--- src/rtl/tmr_pkg.sv ---
package tmr_pkg;
    typedef enum logic [1:0] {
        SRC_INSTR = 2'b00,
        SRC_SYS   = 2'b01,
        SRC_EXT   = 2'b10,
        SRC_ALT   = 2'b11
    } src_sel_e;

    localparam int DIV_SEL_W = 2;
endpackage

--- src/rtl/tmr_tick_src.sv ---
module tmr_tick_src
    import tmr_pkg::*;
#(
    parameter int SYNC_STAGES = 2,
    parameter int IDIV_W      = 2
) (
    input  logic       clk,
    input  logic       rst_n,
    input  logic [1:0] src_sel,
    input  logic       ext_pin,
    input  logic       alt_tick,
    output logic       tick
);
    typedef struct packed {
        logic [IDIV_W-1:0]      phase;
        logic [SYNC_STAGES-1:0] sync;
        logic                   last;
    } st_t;

    st_t  st_d, st_q;
    logic instr_tick;
    logic ext_edge;

    always_comb begin
        st_d       = st_q;
        st_d.phase = st_q.phase + 1'b1;
        st_d.sync  = {st_q.sync[SYNC_STAGES-2:0], ext_pin};
        st_d.last  = st_q.sync[SYNC_STAGES-1];
        instr_tick = &st_q.phase;
        ext_edge   = st_q.sync[SYNC_STAGES-1] & ~st_q.last;
        unique case (src_sel_e'(src_sel))
            SRC_INSTR: tick = instr_tick;
            SRC_SYS:   tick = 1'b1;
            SRC_EXT:   tick = ext_edge;
            SRC_ALT:   tick = alt_tick;
            default:   tick = 1'b0;
        endcase
    end

    always_ff @(posedge clk or negedge rst_n) begin
        if (!rst_n) st_q <= '0;
        else        st_q <= st_d;
    end

    AST_EDGE_SINGLE: assert property (@(posedge clk) disable iff (!rst_n)
        ext_edge |=> !ext_edge);
    AST_INSTR_SPACED: assert property (@(posedge clk) disable iff (!rst_n)
        instr_tick |=> !instr_tick);
endmodule

--- src/rtl/tmr_prescale.sv ---
module tmr_prescale
    import tmr_pkg::*;
#(
    parameter int PRE_W = 3
) (
    input  logic                 clk,
    input  logic                 rst_n,
    input  logic [DIV_SEL_W-1:0] div_sel,
    input  logic                 tick_in,
    input  logic                 clr,
    output logic                 term
);
    localparam int MASK_W = PRE_W + 1;

    typedef struct packed {
        logic [PRE_W-1:0] pre;
    } st_t;

    st_t              st_d, st_q;
    logic [MASK_W-1:0] mask_wide;
    logic [PRE_W-1:0]  mask;

    always_comb begin
        mask_wide = (MASK_W'(1) << div_sel) - MASK_W'(1);
        mask      = mask_wide[PRE_W-1:0];
        term      = tick_in & (st_q.pre == mask);
        st_d      = st_q;
        if (clr)
            st_d.pre = '0;
        else if (term)
            st_d.pre = '0;
        else if (tick_in)
            st_d.pre = st_q.pre + 1'b1;
    end

    always_ff @(posedge clk or negedge rst_n) begin
        if (!rst_n) st_q <= '0;
        else        st_q <= st_d;
    end

    AST_PRE_CLEARED: assert property (@(posedge clk) disable iff (!rst_n)
        clr |=> (st_q.pre == '0));
    AST_PRE_HOLD: assert property (@(posedge clk) disable iff (!rst_n)
        (!tick_in && !clr) |=> $stable(st_q.pre));
endmodule

--- src/rtl/tmr_count16.sv ---
module tmr_count16 #(
    parameter int CNT_W = 16
) (
    input  logic               clk,
    input  logic               rst_n,
    input  logic               inc,
    input  logic               wr_lo,
    input  logic               wr_hi,
    input  logic [CNT_W/2-1:0] wr_data,
    input  logic               ovf_clr,
    output logic [CNT_W-1:0]   cnt,
    output logic               ovf
);
    localparam int HALF_W = CNT_W / 2;

    typedef struct packed {
        logic [CNT_W-1:0] cnt;
        logic             ovf;
    } st_t;

    st_t  st_d, st_q;
    logic any_wr;
    logic wrap;

    always_comb begin
        st_d   = st_q;
        any_wr = wr_lo | wr_hi;
        wrap   = inc & ~any_wr & (&st_q.cnt);
        if (any_wr) begin
            if (wr_lo) st_d.cnt[HALF_W-1:0]     = wr_data;
            if (wr_hi) st_d.cnt[CNT_W-1:HALF_W] = wr_data;
        end else if (inc) begin
            st_d.cnt = st_q.cnt + 1'b1;
        end
        if (wrap)
            st_d.ovf = 1'b1;
        else if (ovf_clr)
            st_d.ovf = 1'b0;
    end

    always_ff @(posedge clk or negedge rst_n) begin
        if (!rst_n) st_q <= '0;
        else        st_q <= st_d;
    end

    assign cnt = st_q.cnt;
    assign ovf = st_q.ovf;

    AST_LOAD_LO: assert property (@(posedge clk) disable iff (!rst_n)
        wr_lo |=> (cnt[HALF_W-1:0] == $past(wr_data)));
    AST_KEEP_HI: assert property (@(posedge clk) disable iff (!rst_n)
        (wr_lo && !wr_hi) |=> (cnt[CNT_W-1:HALF_W] == $past(cnt[CNT_W-1:HALF_W])));
    AST_OVF_SET: assert property (@(posedge clk) disable iff (!rst_n)
        (inc && !wr_lo && !wr_hi && (&cnt)) |=> (ovf && cnt == '0));
    AST_OVF_STICKY: assert property (@(posedge clk) disable iff (!rst_n)
        (ovf && !ovf_clr) |=> ovf);
endmodule

--- src/rtl/prescaled_timer16.sv ---
module prescaled_timer16
    import tmr_pkg::*;
#(
    parameter int CNT_W       = 16,
    parameter int PRE_W       = 3,
    parameter int SYNC_STAGES = 2,
    parameter int IDIV_W      = 2
) (
    input  logic        clk,
    input  logic        rst_n,
    input  logic        run_en,
    input  logic [1:0]  src_sel,
    input  logic [1:0]  div_sel,
    input  logic        gate_ok,
    input  logic        ext_pin,
    input  logic        alt_tick,
    input  logic        wr_lo,
    input  logic        wr_hi,
    input  logic [7:0]  wr_data,
    input  logic        ovf_clr,
    input  logic        irq_en,
    output logic [7:0]  cnt_lo,
    output logic [7:0]  cnt_hi,
    output logic        ovf_flag,
    output logic        irq
);
    localparam int HALF_W = CNT_W / 2;

    logic             src_tick;
    logic             qual_tick;
    logic             pre_term;
    logic             any_wr;
    logic [CNT_W-1:0] cnt;
    logic             ovf;

    tmr_tick_src #(.SYNC_STAGES(SYNC_STAGES), .IDIV_W(IDIV_W)) u_src (
        .clk      (clk),
        .rst_n    (rst_n),
        .src_sel  (src_sel),
        .ext_pin  (ext_pin),
        .alt_tick (alt_tick),
        .tick     (src_tick)
    );

    always_comb begin
        qual_tick = src_tick & run_en & gate_ok;
        any_wr    = wr_lo | wr_hi;
    end

    tmr_prescale #(.PRE_W(PRE_W)) u_pre (
        .clk     (clk),
        .rst_n   (rst_n),
        .div_sel (div_sel),
        .tick_in (qual_tick),
        .clr     (any_wr),
        .term    (pre_term)
    );

    tmr_count16 #(.CNT_W(CNT_W)) u_cnt (
        .clk     (clk),
        .rst_n   (rst_n),
        .inc     (pre_term),
        .wr_lo   (wr_lo),
        .wr_hi   (wr_hi),
        .wr_data (wr_data),
        .ovf_clr (ovf_clr),
        .cnt     (cnt),
        .ovf     (ovf)
    );

    assign cnt_lo   = cnt[HALF_W-1:0];
    assign cnt_hi   = cnt[CNT_W-1:HALF_W];
    assign ovf_flag = ovf;
    assign irq      = ovf & irq_en;

    AST_HALT_OFF: assert property (@(posedge clk) disable iff (!rst_n)
        (!run_en && !any_wr) |=> $stable(cnt));
    AST_HALT_GATE: assert property (@(posedge clk) disable iff (!rst_n)
        (!gate_ok && !any_wr) |=> $stable(cnt));
    AST_IRQ_MASKED: assert property (@(posedge clk) disable iff (!rst_n)
        !irq_en |-> !irq);
endmodule

--- config.mk ---
export PLATFORM = sky130hd
export DESIGN_NAME = prescaled_timer16
export DESIGN_NICKNAME = d
export VERILOG_FILES = /design/src/rtl/tmr_pkg.sv /design/src/rtl/tmr_tick_src.sv /design/src/rtl/tmr_prescale.sv /design/src/rtl/tmr_count16.sv /design/src/rtl/prescaled_timer16.sv
export SDC_FILE = /design/constraint.sdc
export NUM_CORES = 1
export LEC_CHECK = 0
export BUFFER_PORTS_ARGS = -buffer_cell sky130_fd_sc_hd__buf_2
export CAP_MARGIN = 20
export CORE_UTILIZATION = 38
export DETAILED_ROUTE_END_ITERATION = 10
export GPL_TIMING_DRIVEN = 0
export PLACE_DENSITY = 0.73
export SYNTH_ARGS = -nofsm -noshare
export SYNTH_HDL_FRONTEND = slang
export SYNTH_SLANG_ARGS = --single-unit
--- constraint.sdc ---
create_clock -name clk -period 4 [get_ports clk]
set_input_delay 0.4 -clock clk [delete_from_list [all_inputs] [get_ports clk]]
set_output_delay 0.4 -clock clk [all_outputs]
set_load 0.02 [all_outputs]
==> impl_results.md <==
- Setup TNS: 0 ns
- Max-capacitance violation count: 0
- Most frequent cells in the layout: 40 x buf_2, 25 x dfrtp_1, 20 x nand2_1
- Average size of a mapped cell: 9.515 um2
- Antenna Nets Post-Route: 0
- Mapped Area: 1541 um2
- Tot GR Track Use: 18.66%
- Relative slew slack: 55.19%
- # resized after CTS: 0
- Die span in y: 65.69 um
- Register area share after synthesis: 40.58%
- Status: finished clean
- P&R area growth vs syn: 19.56%
- Routed wire length: 3710 um
- Fin cells: 253
- Final Max Slew Viols: 0
- I/O Pins: 40
- Placed Area: 1797 um2
- Xor/xnor share of the synthesized area: 1.623%
- Die Wd: 65.69 um
- Tightest Hold Check Type: input pin to async pin
- Yosys top cell area share: 40.58%
- Initial core utilization: 40.88%
- Crit Path Class: flop to flop
- Yosys Warn Count: 0
- Clock Sinks: 25
- Post-detail-place hpwl: 2750 um
- Initial antenna violation count: 0
- RSZ-0062 raised after global routing: no
- CTS Buf Count: 3
- EDFF count, synth: 0
- 1st-iter DRT viols: 57
- End of the worst register-to-register path: u_cnt.cnt[6]
- Global-route wire length before repair: 6044 um
- Routability cong.: 0.8420
- # port buffers: 39
- Final setup fails: 0
- Worst Skew: 0.005676 ns
- Fin worst setup slack: 1.866 ns
- Max Freq: 0.4685 GHz
- Async S/R FF share, synth: 100.0%
- Wire per inst: 14.66 um
- Largest net degree at the start of global routing: 26
- # hold bufs at CTS: 0
- VDD IR max: 217.2 uV
- Clock tree root buffer cell: clkbuf_8
- CP arrival: 2.29 ns
- Ant diodes: 0
- Number of distinct library cells after synthesis: 48
- CP required: 4.16 ns
- Remaining DRCs: 0
- Dpl ws: 1.815 ns
- Leakage dissipation: 0.7706 nW
- Share of layout cells above drive strength 1: 28.29%
- Number of global-route vias before repair: 1,310
- Number of instances in the placed design: 249
- Fin area: 1843 um2
- Power per Cell Area: 314.0 nW/um2
- Hold Violations, Final: 0
- CTS tree: done
- CP Max Fanout: 7
- Postcts setup bufs: 0
- Adder-Cell Fraction of Synth Area: 2.435%
- Commonest non-fill, non-tap cell in the layout: buf_2
- Reg-to-reg startpoint: u_src.st_q[3]
- Core area: 3771 um2
- Final min period: 2.134 ns
- Simple-gate portion of the synthesized area: 28.00%
- Largest family of logic cells by synthesized area: simple AND/OR/NAND/NOR gates
- Htree depth: 1
- Total Power: 0.0005787 W
- CTS Buffer Depth: 2
- Startpoint types: flop
- # rows: 22
- Post-Syn Instances: 162
- Total grt overflow: 0
- Worst R2R Setup Slack: 1.87 ns
- CP Capture Type: flop
- Vias/cell: 5.672
- First-pass iteration count of the detailed router: 4
- Yosys reg bits: 25
- Clk slew on worst S/H paths: 0.09 ns
- Nets: 231
- Via count: 1,435
- Top FF cell, synth: dfrtp_1
- Period utilization: 53.36%
- Synth top area cells: dfrtp_1 41%, nand2_1 4.9%, nor2_1 3.9%
- Complex-gate fraction of the synthesized area: 21.92%
- Slew @ Worst Pin: 0.6722 ns
- Worst skew pair latency: 0.27 ns
- Layout filler cell count: 366
- Post-synthesis net count: 187
- Reg2Reg Depth: 7
- Total die area: 4315 um2
- Yosys top cell by area: dfrtp_1
- Mux contribution to synthesized area: 1.948%
[final cells by class]
class                      instances  area (um2)  share of cell area [%]
multi-input combinational        125       862.1                   46.78
sequential                        25       625.6                   33.94
timing repair buffer              39       195.2                   10.59
tap                               48       60.06                   3.259
clock buffer                       3       41.29                   2.240
buffer                             6       31.28                   1.697
inverter                           6       22.52                   1.222
clock inverter                     1       5.005                  0.2716
[cell families after synthesis]
kind of cell / Yosys count
and+or+nand+nor: 79
AOI/OAI and AO/OA: 38
DFF: 25
buffers and inverters: 12
muxes: 3
adders and majority gates: 3
xor gates and xnor gates: 2
[metrics by stage]
| step | util (%) | hold slack [ns] |
|---|---|---|
| final | 48.87 | 0.1071 |
| after global routing | 48.87 | 0.1422 |
| after CTS | 48.87 | 0.1228 |
| after detailed placement | 47.64 | 0.3405 |
| after global placement | 47.64 | 0.3337 |
| after floorplan | - | 0.1044 |
[cell usage after synthesis, types with 2 or more instances]
master,instances
a21oi_1,8
a31oi_1,5
mux2i_1,3
and2_1,2
and4_1,3
nor2_1,16
and3_1,3
nand2b_1,2
o22ai_1,3
nand4_1,7
a2111oi_4,2
nand2_1,20
clkbuf_1,4
dfrtp_1,25
ha_1,3
or4_1,2
nand3b_1,2
nor2b_1,2
or2_2,3
nand3_1,6
inv_1,6
nor3_1,4
nand4b_1,2
a22oi_1,4
a311oi_1,2
[worst max path at each step]
stage / from / endpoint / slack [ns] / depth (start not counted)
after floorplan: u_src.st_q[3] / u_cnt.cnt[12] / 2.04 / 7
after global placement: div_sel[1] / u_cnt.cnt[15] / 1.84 / 7
after detailed placement: div_sel[1] / u_cnt.cnt[15] / 1.82 / 7
after CTS: u_src.st_q[3] / u_cnt.cnt[6] / 1.85 / 7
after global routing: u_pre.st_q[1] / u_cnt.cnt[15] / 1.74 / 6
final: u_src.st_q[3] / u_cnt.cnt[6] / 1.87 / 7
[metal layers]
layer | vias up | track usage, % | wire [um]
met5 | - | 0 | 0
met4 | 0 | 7.880 | 72
met3 | 9 | 2.257 | 196
met2 | 54 | 28.70 | 1665
met1 | 677 | 26.14 | 1776
li1 | 695 | - | -
[critical path, cell delays in order (launching register included)]
cell and delay, ns:
dfrtp_1 0.39, ha_1 0.19, nor2b_2 0.16, a311oi_4 0.45, or2_2 0.19, clkbuf_1 0.25
nor4_1 0.10, o32a_1 0.29
[registers in the layout, indices dropped and copies added, names as in the netlist]
signal	count
u_cnt.ovf	1
u_cnt.cnt	16
u_src.st_d	2
u_src.st_q	3
u_pre.st_q	3
[where the power goes]
part | switching (W) | internal [W] | total (W)
combinational | 0.0000812 | 0.0000513 | 0.000133
clock | 0.0000816 | 0.0000698 | 0.000151
sequential | 0.0000242 | 0.000271 | 0.000295
total | 0.000187 | 0.000392 | 0.000579
No activity file was read; power rests on OpenSTA's default activity.
